--- src/rtl/fsg_pkg.sv ---
package fsg_pkg;

    typedef enum logic [1:0] {
        ST_IDLE = 2'd0,
        ST_SYNC = 2'd1,
        ST_REST = 2'd2
    } fsg_state_t;

    typedef enum logic [2:0] {
        WAVE_NONE   = 3'd0,
        WAVE_NEG    = 3'd1,
        WAVE_POS    = 3'd2,
        WAVE_LOW    = 3'd3,
        WAVE_HIGH   = 3'd4,
        WAVE_TOGGLE = 3'd5
    } fsg_wave_t;

    localparam int LEN_W = 4;

endpackage

--- src/rtl/fsg_sequencer.sv ---
module fsg_sequencer
    import fsg_pkg::*;
#(
    parameter int PERIOD_W = 8
) (
    input  logic                clk,
    input  logic                rst_n,
    input  logic                bit_en,
    input  logic                enable,
    input  logic [LEN_W-1:0]    len_sel,
    input  logic [PERIOD_W-1:0] period_sel,
    output fsg_state_t          state,
    output logic                frame_begin,
    output logic                start_stb
);

    localparam int POS_W = PERIOD_W + 1;

    fsg_state_t         state_q, state_d;
    logic [POS_W-1:0]   pos_q, pos_d;
    logic [LEN_W-1:0]   len_q, len_d;
    logic               start_q;
    logic               begin_c;
    logic [POS_W-1:0]   last_pos;
    logic               period_zero;

    assign last_pos    = {period_sel, 1'b1};
    assign period_zero = (period_sel == '0);

    always_comb begin
        state_d = state_q;
        pos_d   = pos_q;
        len_d   = len_q;
        begin_c = 1'b0;
        if (!enable) begin
            state_d = ST_IDLE;
        end else if (bit_en) begin
            unique case (state_q)
                ST_IDLE: begin
                    if (!period_zero) begin
                        state_d = ST_SYNC;
                        pos_d   = '0;
                        len_d   = '0;
                        begin_c = 1'b1;
                    end
                end
                ST_SYNC: begin
                    if (period_zero) begin
                        state_d = ST_IDLE;
                    end else if (pos_q >= last_pos) begin
                        state_d = ST_SYNC;
                        pos_d   = '0;
                        len_d   = '0;
                        begin_c = 1'b1;
                    end else begin
                        pos_d = pos_q + 1'b1;
                        if (len_q >= len_sel) begin
                            state_d = ST_REST;
                        end else begin
                            len_d = len_q + 1'b1;
                        end
                    end
                end
                ST_REST: begin
                    if (period_zero) begin
                        state_d = ST_IDLE;
                    end else if (pos_q >= last_pos) begin
                        state_d = ST_SYNC;
                        pos_d   = '0;
                        len_d   = '0;
                        begin_c = 1'b1;
                    end else begin
                        pos_d = pos_q + 1'b1;
                    end
                end
                default: state_d = ST_IDLE;
            endcase
        end
    end

    always_ff @(posedge clk) begin
        if (!rst_n) begin
            state_q <= ST_IDLE;
            pos_q   <= '0;
            len_q   <= '0;
            start_q <= 1'b0;
        end else begin
            state_q <= state_d;
            pos_q   <= pos_d;
            len_q   <= len_d;
            start_q <= begin_c;
        end
    end

    always_comb begin
        state       = state_q;
        frame_begin = begin_c;
        start_stb   = start_q;
    end

endmodule

--- src/rtl/fsg_shaper.sv ---
module fsg_shaper
    import fsg_pkg::*;
(
    input  logic       clk,
    input  logic       rst_n,
    input  fsg_state_t state,
    input  logic       frame_begin,
    input  logic [2:0] wave_sel,
    output logic       frame_sync
);

    logic toggle_q;
    logic running;
    logic in_sync;

    always_ff @(posedge clk) begin
        if (!rst_n) begin
            toggle_q <= 1'b0;
        end else if (frame_begin) begin
            toggle_q <= ~toggle_q;
        end
    end

    assign running = (state != ST_IDLE);
    assign in_sync = (state == ST_SYNC);

    always_comb begin
        unique case (wave_sel)
            WAVE_NONE:   frame_sync = 1'b0;
            WAVE_NEG:    frame_sync = ~in_sync;
            WAVE_POS:    frame_sync = in_sync;
            WAVE_LOW:    frame_sync = ~running;
            WAVE_HIGH:   frame_sync = running;
            WAVE_TOGGLE: frame_sync = toggle_q;
            default:     frame_sync = 1'b0;
        endcase
    end

endmodule

--- src/rtl/fsg_edge_detect.sv ---
module fsg_edge_detect #(
    parameter int SYNC_STAGES = 2
) (
    input  logic clk,
    input  logic rst_n,
    input  logic fs_in,
    input  logic edge_sel,
    input  logic flag_clr,
    output logic sync_flag
);

    logic [SYNC_STAGES-1:0] chain_q;
    logic                   prev_q;
    logic                   flag_q;
    logic                   seen;
    logic                   cur;

    genvar g;
    generate
        for (g = 0; g < SYNC_STAGES; g++) begin : g_sync
            if (g == 0) begin : g_first
                always_ff @(posedge clk) begin
                    if (!rst_n) chain_q[g] <= 1'b0;
                    else        chain_q[g] <= fs_in;
                end
            end else begin : g_next
                always_ff @(posedge clk) begin
                    if (!rst_n) chain_q[g] <= 1'b0;
                    else        chain_q[g] <= chain_q[g-1];
                end
            end
        end
    endgenerate

    assign cur  = chain_q[SYNC_STAGES-1];
    assign seen = edge_sel ? (prev_q & ~cur) : (~prev_q & cur);

    always_ff @(posedge clk) begin
        if (!rst_n) begin
            prev_q <= 1'b0;
            flag_q <= 1'b0;
        end else begin
            prev_q <= cur;
            flag_q <= seen | (flag_q & ~flag_clr);
        end
    end

    assign sync_flag = flag_q;

endmodule

--- src/rtl/frame_sync_gen.sv ---
module frame_sync_gen
    import fsg_pkg::*;
#(
    parameter int PERIOD_W    = 8,
    parameter int SYNC_STAGES = 2
) (
    input  logic                clk,
    input  logic                rst_n,
    input  logic                bit_en,
    input  logic                enable,
    input  logic [2:0]          wave_sel,
    input  logic [LEN_W-1:0]    len_sel,
    input  logic [PERIOD_W-1:0] period_sel,
    input  logic                edge_sel,
    input  logic                fs_in,
    input  logic                flag_clr,
    output logic                frame_sync,
    output logic                start_stb,
    output logic                sync_flag
);

    fsg_state_t seq_state;
    logic       seq_begin;

    fsg_sequencer #(.PERIOD_W(PERIOD_W)) u_seq (
        .clk         (clk),
        .rst_n       (rst_n),
        .bit_en      (bit_en),
        .enable      (enable),
        .len_sel     (len_sel),
        .period_sel  (period_sel),
        .state       (seq_state),
        .frame_begin (seq_begin),
        .start_stb   (start_stb)
    );

    fsg_shaper u_shape (
        .clk         (clk),
        .rst_n       (rst_n),
        .state       (seq_state),
        .frame_begin (seq_begin),
        .wave_sel    (wave_sel),
        .frame_sync  (frame_sync)
    );

    fsg_edge_detect #(.SYNC_STAGES(SYNC_STAGES)) u_edge (
        .clk       (clk),
        .rst_n     (rst_n),
        .fs_in     (fs_in),
        .edge_sel  (edge_sel),
        .flag_clr  (flag_clr),
        .sync_flag (sync_flag)
    );

endmodule

--- config.mk ---
export PLATFORM = sky130hd
export DESIGN_NAME = frame_sync_gen
export DESIGN_NICKNAME = d
export VERILOG_FILES = /design/src/rtl/fsg_pkg.sv /design/src/rtl/fsg_sequencer.sv /design/src/rtl/fsg_shaper.sv /design/src/rtl/fsg_edge_detect.sv /design/src/rtl/frame_sync_gen.sv
export SDC_FILE = /design/constraint.sdc
export NUM_CORES = 1
export LEC_CHECK = 0
export ABC_AREA = 1
export BUFFER_PORTS_ARGS = -buffer_cell sky130_fd_sc_hd__buf_2
export CORE_ASPECT_RATIO = 1.4
export CORE_MARGIN = 5
export CORE_UTILIZATION = 59
export CTS_BUF_LIST = sky130_fd_sc_hd__clkbuf_4
export DETAILED_ROUTE_END_ITERATION = 6
export GPL_ROUTABILITY_DRIVEN = 0
export PLACE_DENSITY = 0.85
export SETUP_SLACK_MARGIN = 0.5
export SLEW_MARGIN = 20
export SYNTH_ARGS = -nofsm -noshare
export SYNTH_HDL_FRONTEND = slang
export SYNTH_SLANG_ARGS = --single-unit
export TNS_END_PERCENT = 100
--- constraint.sdc ---
create_clock -name clk -period 2.22 [get_ports clk]
set_clock_uncertainty 0.15 [all_clocks]
set_input_delay 0 -clock clk [delete_from_list [all_inputs] [get_ports clk]]
set_output_delay 0 -clock clk [all_outputs]
set_load 0.02 [all_outputs]
==> results.json, run 1 <==
{
  "drtIter0Drc": 78,
  "slowest_stage_cell_on_the_critical_path": "sky130_fd_sc_hd__dfxtp_2",
  "synth-seq-cells": 21,
  "grt_start_max_net_pins": 13,
  "cts_tree": "yes",
  "design.final.nets": 340,
  "dp_worst_setup_slack_ns": 0.382,
  "p_leak_nw": 1.11,
  "critical_path.startpoint": "u_seq.pos_q[1]$_SDFFE_PN0P_",
  "insertion_delay_ns": 0.32,
  "synth_fa_ha_area_frac": 0.148,
  "main_combinational_cell_family_by_area_after_synthesis": "simple AND/OR/NAND/NOR gates",
  "pwr_density_cell_mw_per_mm2": 361,
  "drt-total-wl_mm": 5.11,
  "cp_top_family": "simple AND/OR/NAND/NOR gates",
  "placed_cells": 310,
  "wire_per_inst_um": 15.3,
  "initial_antenna_violation_count": 0,
  "grt_first_pass_wirelength_mm": 6.92,
  "worst_ir_drop_vdd_uv": 368,
  "crit_path_end_kind": "flip-flop",
  "start_util": 0.616,
  "outcome": "finished clean",
  "total_cts_buffers": 3,
  "placement_rows": 22,
  "die_area_sq_mm": 0.00389,
  "drv_slew": 0,
  "synth-warning-count": 0,
  "seq_area_frac_synth": 0.261,
  "synth-simple-area-share": 0.366,
  "totalNegativeSetupSlack_ns": 0,
  "worstRegToRegCells": 9,
  "first_pass_iters": 4,
  "cp_cell_sequence": "buf_4, ha_2, nand3_1, nor2_1, nand2_1, nor2_2, nand3_1, o21ai_0, nor2_1",
  "antenna_violating_nets_post_route": 0,
  "port_buffers": 24,
  "setup_repair_after_global_routing_missed_its_margin": "yes",
  "grt_util_all_layers": 0.236,
  "syn_nets": 292,
  "buffers_plus_inverters_on_the_worst_setup_path": 1,
  "number_of_distinct_library_cells_after_synthesis": 27,
  "clock_path_buffers": 2,
  "hold_viol": 0,
  "timing.hold.worst.class": "in2reg",
  "hold_path.startpoint": "period_sel[7]",
  "overflow": 0,
  "ioPinCount": 25,
  "dieWidth_um": 54.2,
  "worst_slew_margin_rel": 0.798,
  "design.core.area_sq_mm": 0.00262,
  "post-route-min-period_ns": 1.85,
  "gate_count_of_the_mapped_netlist": 251,
  "cts_max_level": 1,
  "worstSetupPathDepth": 9,
  "clock_sinks": 21,
  "route.detailed.drc": 0,
  "worst_setup_margin_ns": 0.368,
  "antenna-diode-count": 0,
  "r2r_startpoint": "u_seq.pos_q[1]$_SDFFE_PN0P_",
  "tightest_slew_ns": 0.303,
  "routed_via_density": 5.34,
  "stdcell_count": 334,
  "setup_viol": 0,
  "muxShareOfSynthArea": 0,
  "startpoint_type": "flip-flop",
  "drv_cap": 0,
  "crit_path_max_incr_delay_ns": 0.38,
  "placement_stage_cell_area_sq_mm": 0.00177,
  "dp.final_hpwl_mm": 2.72,
  "post_route_cells_drive_above_1_share": 0.389,
  "postSynthAreaPerCell_sq_um": 6.42,
  "synth_xor_area_frac": 0.0272,
  "vias_in_the_first_global_route": 1717,
  "path_max_fanout": 3,
  "synth_compound_gate_area_share": 0.0675,
  "clkTransAtPathRegs_ns": 0.13,
  "flow.area_growth_from_synthesis_pct": 44.4,
  "detailroute.via_count": 1782,
  "final.period_utilization": 0.834,
  "hold-path-cell-count": 7,
  "fin_total_pwr_w": 0.000839,
  "worst-setup-path-type": "reg2reg",
  "layout.cell_area.non_filler_sq_mm": 0.00233,
  "root_buffer": "sky130_fd_sc_hd__clkbuf_4",
  "syn-cell-area_sq_mm": 0.00161,
  "dieHeight_um": 71.8,
  "timing.critical_path.required_ns": 2.29,
  "timing.critical_path.arrival_ns": 1.92,
  "fmax_ghz": 0.540
}
==> area by class of cell <==
class	count	area (sq um)
clock buffer	3	22.5
clock inverter	1	5.00
fill	127	288
inverter	52	195
multi-input combinational	176	1300
sequential	21	453
tap	36	45.0
timing repair buffer	45	303
==> worst reg2reg max path: stages, from the launching register on <==
cell,delay [ns]
sky130_fd_sc_hd__dfxtp_2,0.38
sky130_fd_sc_hd__buf_4,0.13
sky130_fd_sc_hd__ha_2,0.18
sky130_fd_sc_hd__nand3_1,0.10
sky130_fd_sc_hd__nor2_1,0.11
sky130_fd_sc_hd__nand2_1,0.09
sky130_fd_sc_hd__nor2_2,0.17
sky130_fd_sc_hd__nand3_1,0.11
sky130_fd_sc_hd__o21ai_0,0.25
sky130_fd_sc_hd__nor2_1,0.08
==> what timing repair did <==
action / 4_1_cts / 5_1_grt
hold buffers: 9 / 0
pin swaps: 16 / 34
buffers inserted: 9 / 2
hold endpoints to repair: 21 / 0
gates resized for setup: 46 / 43
endpoints found under the setup margin: 17 / 17
==> layout by cell type, fill, tap and decap left out, types with 2 or more instances in the layout <==
| master | Yosys | layout |
|---|---|---|
| sky130_fd_sc_hd__xor2_1 | 4 | 4 |
| sky130_fd_sc_hd__ha_4 | 0 | 12 |
| sky130_fd_sc_hd__inv_2 | 1 | 7 |
| sky130_fd_sc_hd__nand3_4 | 0 | 2 |
| sky130_fd_sc_hd__nor2_4 | 1 | 9 |
| sky130_fd_sc_hd__nand3_1 | 19 | 13 |
| sky130_fd_sc_hd__dfxtp_4 | 0 | 6 |
| sky130_fd_sc_hd__nor3_1 | 3 | 3 |
| sky130_fd_sc_hd__nand2_2 | 2 | 8 |
| sky130_fd_sc_hd__nand3_2 | 1 | 5 |
| sky130_fd_sc_hd__a21oi_1 | 5 | 3 |
| sky130_fd_sc_hd__a21oi_2 | 0 | 2 |
| sky130_fd_sc_hd__dfxtp_2 | 0 | 8 |
| sky130_fd_sc_hd__nand2_4 | 1 | 5 |
| sky130_fd_sc_hd__nand2_1 | 59 | 49 |
| sky130_fd_sc_hd__nor2_2 | 4 | 6 |
| sky130_fd_sc_hd__inv_1 | 51 | 45 |
| sky130_fd_sc_hd__nand4_1 | 3 | 3 |
| sky130_fd_sc_hd__clkbuf_4 | 0 | 3 |
| sky130_fd_sc_hd__o21ai_0 | 7 | 5 |
| sky130_fd_sc_hd__o21ai_2 | 1 | 2 |
| sky130_fd_sc_hd__nor2_1 | 40 | 30 |
| sky130_fd_sc_hd__ha_1 | 19 | 6 |
| sky130_fd_sc_hd__dfxtp_1 | 21 | 7 |
| sky130_fd_sc_hd__buf_4 | 0 | 13 |
| sky130_fd_sc_hd__dlygate4sd3_1 | 0 | 9 |
| sky130_fd_sc_hd__buf_2 | 1 | 23 |
==> metrics by stage <==
step	hold WS [ns]	util
after global routing	0.242	0.890
final	0.209	0.890
after detailed placement	0.0413	0.676
after global placement	0.0300	0.676
after floorplan	-0.0524	-
after CTS	0.208	0.820
==> flip-flops by register name, indices dropped and copies added (netlist names) <==
signal and flops:
u_edge.sync_flag 1, u_edge.cur 1, u_edge.chain_q 1, u_shape.toggle_q 1
u_edge.prev_q 1, u_seq.state 2, u_seq.pos_q 9, u_seq.len_q 4
u_seq.start_stb 1
==> cells by family after synthesis <==
group,Yosys count
AO/OA/AOI/OAI,17
adder cells (fa/ha/maj),19
flip-flops,21
buffers and inverters,54
AND/OR/NAND/NOR,135
XOR/XNOR,5
==> per-layer routing <==
layer  GRT usage  up-vias  wire length (um)  part of all wire
met2       0.441       76              2600              0.51
met5           0        -                 0                 0
met3      0.0437       30               260             0.051
met1       0.242      810              1930              0.38
met4      0.0970        0               313             0.061
li1            -      866                 -                 -
==> worst paths after layout <==
kind,end,slack (ns)
hold / removal,u_seq.pos_q[1]$_SDFFE_PN0P_,0.21
setup reg to reg,u_seq.pos_q[8]$_SDFFE_PN0P_,0.37
hold reg to reg,u_edge.cur$_SDFF_PN0_,0.28
setup / recovery,u_seq.pos_q[8]$_SDFFE_PN0P_,0.37
==> Yosys cell counts (all sizes together) <==
cell / instances / area (sq um)
buf: 2 / 16.3
ha: 19 / 238
a211oi: 1 / 7.51
a21boi: 1 / 7.51
nand3: 20 / 105
or2: 1 / 6.26
dfxtp: 21 / 420
xor2: 4 / 35.0
nand4: 4 / 31.3
nand2: 62 / 245
nor3: 3 / 15.0
nor2: 45 / 186
o21ai: 9 / 60.1
o2111ai: 1 / 8.76
xnor2: 1 / 8.76
a21oi: 5 / 25.0
inv: 52 / 195
==> report_power, final <==
| part | internal, W | total, W | switching [W] |
|---|---|---|---|
| Sequential | 0.000387 | 0.000400 | 0.0000136 |
| Clock | 0.0000677 | 0.000196 | 0.000128 |
| Combinational | 0.000101 | 0.000244 | 0.000142 |
(Power assumes the default switching activity.)
==> run 2, diff against run 1 <==
--- a/config.mk
+++ b/config.mk
@@ -9,11 +9,11 @@
 export BUFFER_PORTS_ARGS = -buffer_cell sky130_fd_sc_hd__buf_2
 export CORE_ASPECT_RATIO = 1.4
 export CORE_MARGIN = 5
-export CORE_UTILIZATION = 59
+export CORE_UTILIZATION = 53
 export CTS_BUF_LIST = sky130_fd_sc_hd__clkbuf_4
 export DETAILED_ROUTE_END_ITERATION = 6
 export GPL_ROUTABILITY_DRIVEN = 0
-export PLACE_DENSITY = 0.85
+export PLACE_DENSITY = 0.81
 export SETUP_SLACK_MARGIN = 0.5
 export SLEW_MARGIN = 20
 export SYNTH_ARGS = -nofsm -noshare
==> constraint.sdc (replaced) <==
create_clock -name clk -period 1.7 [get_ports clk]
set_clock_uncertainty 0.15 [all_clocks]
set_input_delay 0 -clock clk [delete_from_list [all_inputs] [get_ports clk]]
set_output_delay 0 -clock clk [all_outputs]
set_load 0.02 [all_outputs]
==> run 2 against run 1 <==
Effect of this change: the run now ends with negative hold slack, negative setup slack left; critical endpoint is now u_seq.pos_q[6]$_SDFFE_PN0P_; via count fell by 6.2%; cell count grew 0.60%; power is 31% higher; non-clock buffer count is 1 higher; flip-flop and latch count did not move; register-to-register slack lost 0.45 ns; wire length is 21% lower.
==> results.json, run 2 (synthesis results as in run 1) <==
{
  "antenna-diode-count": 0,
  "worst_slew_margin_rel": 0.785,
  "port_buffers": 24,
  "worstRegToRegCells": 10,
  "combinationalPowerShare": 0.294,
  "r2r_slack_ns": -0.08,
  "flow.area_growth_from_synthesis_pct": 41.3,
  "timing.hold.worst.class": "in2reg",
  "power_switching_share": 0.327,
  "grt_util_all_layers": 0.211,
  "end_of_the_worst_hold_path": "u_edge.chain_q[0]$_SDFF_PN0_",
  "final_core_util": 0.783,
  "antenna_violating_nets_post_route": 0,
  "rr_endpoint": "u_seq.pos_q[6]$_SDFFE_PN0P_",
  "dp_worst_setup_slack_ns": -0.0658,
  "startpoint_type": "flip-flop",
  "drv_slew": 0,
  "tightest_slew_ns": 0.321,
  "hold_viol": 20,
  "post_route_cells_drive_above_1_share": 0.368,
  "dieWidth_um": 56.6,
  "routed_via_density": 4.98,
  "grt.met3_usage": 0.0292,
  "hold_path.startpoint": "rst_n",
  "timing.critical_path.arrival_ns": 1.84,
  "placed_cells": 322,
  "mostFrequentLayoutCell": "sky130_fd_sc_hd__nand2_1",
  "insertion_delay_ns": 0.32,
  "placement_stage_cell_area_sq_mm": 0.00203,
  "layout.cell_area.non_filler_sq_mm": 0.00228,
  "cts_tree": "yes",
  "vias_in_the_first_global_route": 1761,
  "overflow": 0,
  "initial_antenna_violation_count": 0,
  "largest_register": "u_seq.pos_q",
  "fmax_ghz": 0.562,
  "groute.layer.met2.usage": 0.415,
  "design.core.area_sq_mm": 0.00291,
  "drt-total-wl_mm": 4.05,
  "clkTransAtPathRegs_ns": 0.13,
  "drtIter0Drc": 40,
  "p_clk_frac": 0.234,
  "grt_first_pass_wirelength_mm": 7.15,
  "root_buffer": "sky130_fd_sc_hd__clkbuf_4",
  "crit_path_end_kind": "flip-flop",
  "hold-path-cell-count": 3,
  "setup_viol": 15,
  "layout_common_cells": "51 x sky130_fd_sc_hd__nand2_1, 45 x sky130_fd_sc_hd__inv_1, 32 x sky130_fd_sc_hd__nor2_1",
  "start_util": 0.554,
  "final.period_utilization": 1.05,
  "p_leak_nw": 1.12,
  "power.switching_w": 0.000359,
  "setup_repair_after_global_routing_missed_its_margin": "yes",
  "design.final.nets": 341,
  "seq_power_share": 0.472,
  "r2r_startpoint": "u_seq.pos_q[4]$_SDFFE_PN0P_",
  "clock_sinks": 21,
  "post-route-min-period_ns": 1.78,
  "post_cts_hold_buffer_count": 7,
  "number_of_flip_flops_under_the_largest_register_name": 9,
  "first_pass_iters": 4,
  "pwr_density_cell_mw_per_mm2": 482,
  "internal_power_w": 0.000739,
  "path_max_fanout": 8,
  "finalHoldWorstSlack_ns": -0.139,
  "stdcell_count": 336,
  "wire_per_inst_um": 12.1,
  "ioPinCount": 25,
  "timing.critical_path.required_ns": 1.76,
  "dp.final_hpwl_mm": 3.00,
  "worst-setup-path-type": "reg2reg",
  "placement_rows": 23,
  "worst_setup_margin_ns": -0.0791,
  "total_cts_buffers": 3,
  "grt_start_max_net_pins": 13,
  "route.detailed.drc": 0,
  "die_area_sq_mm": 0.00426,
  "clock_path_buffers": 2,
  "outcome": "finished, violations left",
  "globalRouteMet1Util": 0.216,
  "cts_max_level": 1,
  "worst_ir_drop_vdd_uv": 558,
  "detailroute.via_count": 1672,
  "dieHeight_um": 75.2,
  "busiest_layer": "met2",
  "violations": "negative hold slack, negative setup slack",
  "drv_cap": 0
}
[run 2: cell type report]
cell class | instances | area [sq um]
sequential | 21 | 442
timing repair buffer | 46 | 317
clock inverter | 1 | 5.00
inverter | 52 | 198
tap | 37 | 46.3
multi-input combinational | 176 | 1250
fill | 232 | 629
clock buffer | 3 | 22.5
[run 2: layer usage]
| layer | share of wire | vias to the layer above |
|---|---|---|
| li1 | - | 866 |
| met1 | 0.39 | 759 |
| met2 | 0.55 | 38 |
| met3 | 0.037 | 9 |
| met4 | 0.019 | 0 |
| met5 | 0 | - |
[run 2: worst max-delay path by stage]
stage | endpoint | from | slack (ns)
CTS | u_seq.state[0]$_SDFFE_PN0P_ | u_seq.pos_q[4]$_SDFFE_PN0P_ | -0.03
global placement | u_seq.state[0]$_SDFFE_PN0P_ | u_seq.pos_q[4]$_SDFFE_PN0P_ | -0.04
global route | u_seq.state[0]$_SDFFE_PN0P_ | u_seq.pos_q[4]$_SDFFE_PN0P_ | -0.21
floorplan | u_seq.pos_q[5]$_SDFFE_PN0P_ | u_seq.pos_q[3]$_SDFFE_PN0P_ | 0.09
finish | u_seq.pos_q[6]$_SDFFE_PN0P_ | u_seq.pos_q[4]$_SDFFE_PN0P_ | -0.08
detailed placement | u_seq.pos_q[6]$_SDFFE_PN0P_ | u_seq.pos_q[6]$_SDFFE_PN0P_ | -0.07
[run 2: worst max-delay path, stage by stage, from the launching register on]
cell,delay [ns]
sky130_fd_sc_hd__dfxtp_4,0.37
sky130_fd_sc_hd__ha_4,0.27
sky130_fd_sc_hd__nand2_2,0.04
sky130_fd_sc_hd__inv_2,0.07
sky130_fd_sc_hd__nand2_1,0.05
sky130_fd_sc_hd__nand2_1,0.06
sky130_fd_sc_hd__nand2_2,0.10
sky130_fd_sc_hd__nand3_4,0.12
sky130_fd_sc_hd__nor2_4,0.06
sky130_fd_sc_hd__o21ai_4,0.30
sky130_fd_sc_hd__nor2_1,0.08
[run 2: metrics by stage]
step,total power [W],setup TNS (ns)
6_report,0.00110,-0.738
5_1_grt,0.00117,-2.58
4_1_cts,0.00109,-0.110
3_5_place_dp,0.000800,-0.581
3_3_place_gp,0.000794,-0.243
2_1_floorplan,0.000714,0
[run 2: repair_timing]
item | in CTS | in global routing
hold endpoints to repair | 21 | 17
gates resized for setup | 21 | 12
setup buffers | 2 | 3
pin swaps | 11 | 11
setup endpoints to repair | 18 | 20
cloned | 0 | 0
[run 2: power groups by stage]
stage          Combinational, W  Sequential, W  Clock (W)
6_report               0.000322       0.000518   0.000257
5_1_grt                0.000362       0.000521   0.000288
2_1_floorplan          0.000179       0.000535          0
3_5_place_dp           0.000270       0.000530          0
3_3_place_gp           0.000264       0.000530          0
4_1_cts                0.000311       0.000518   0.000265
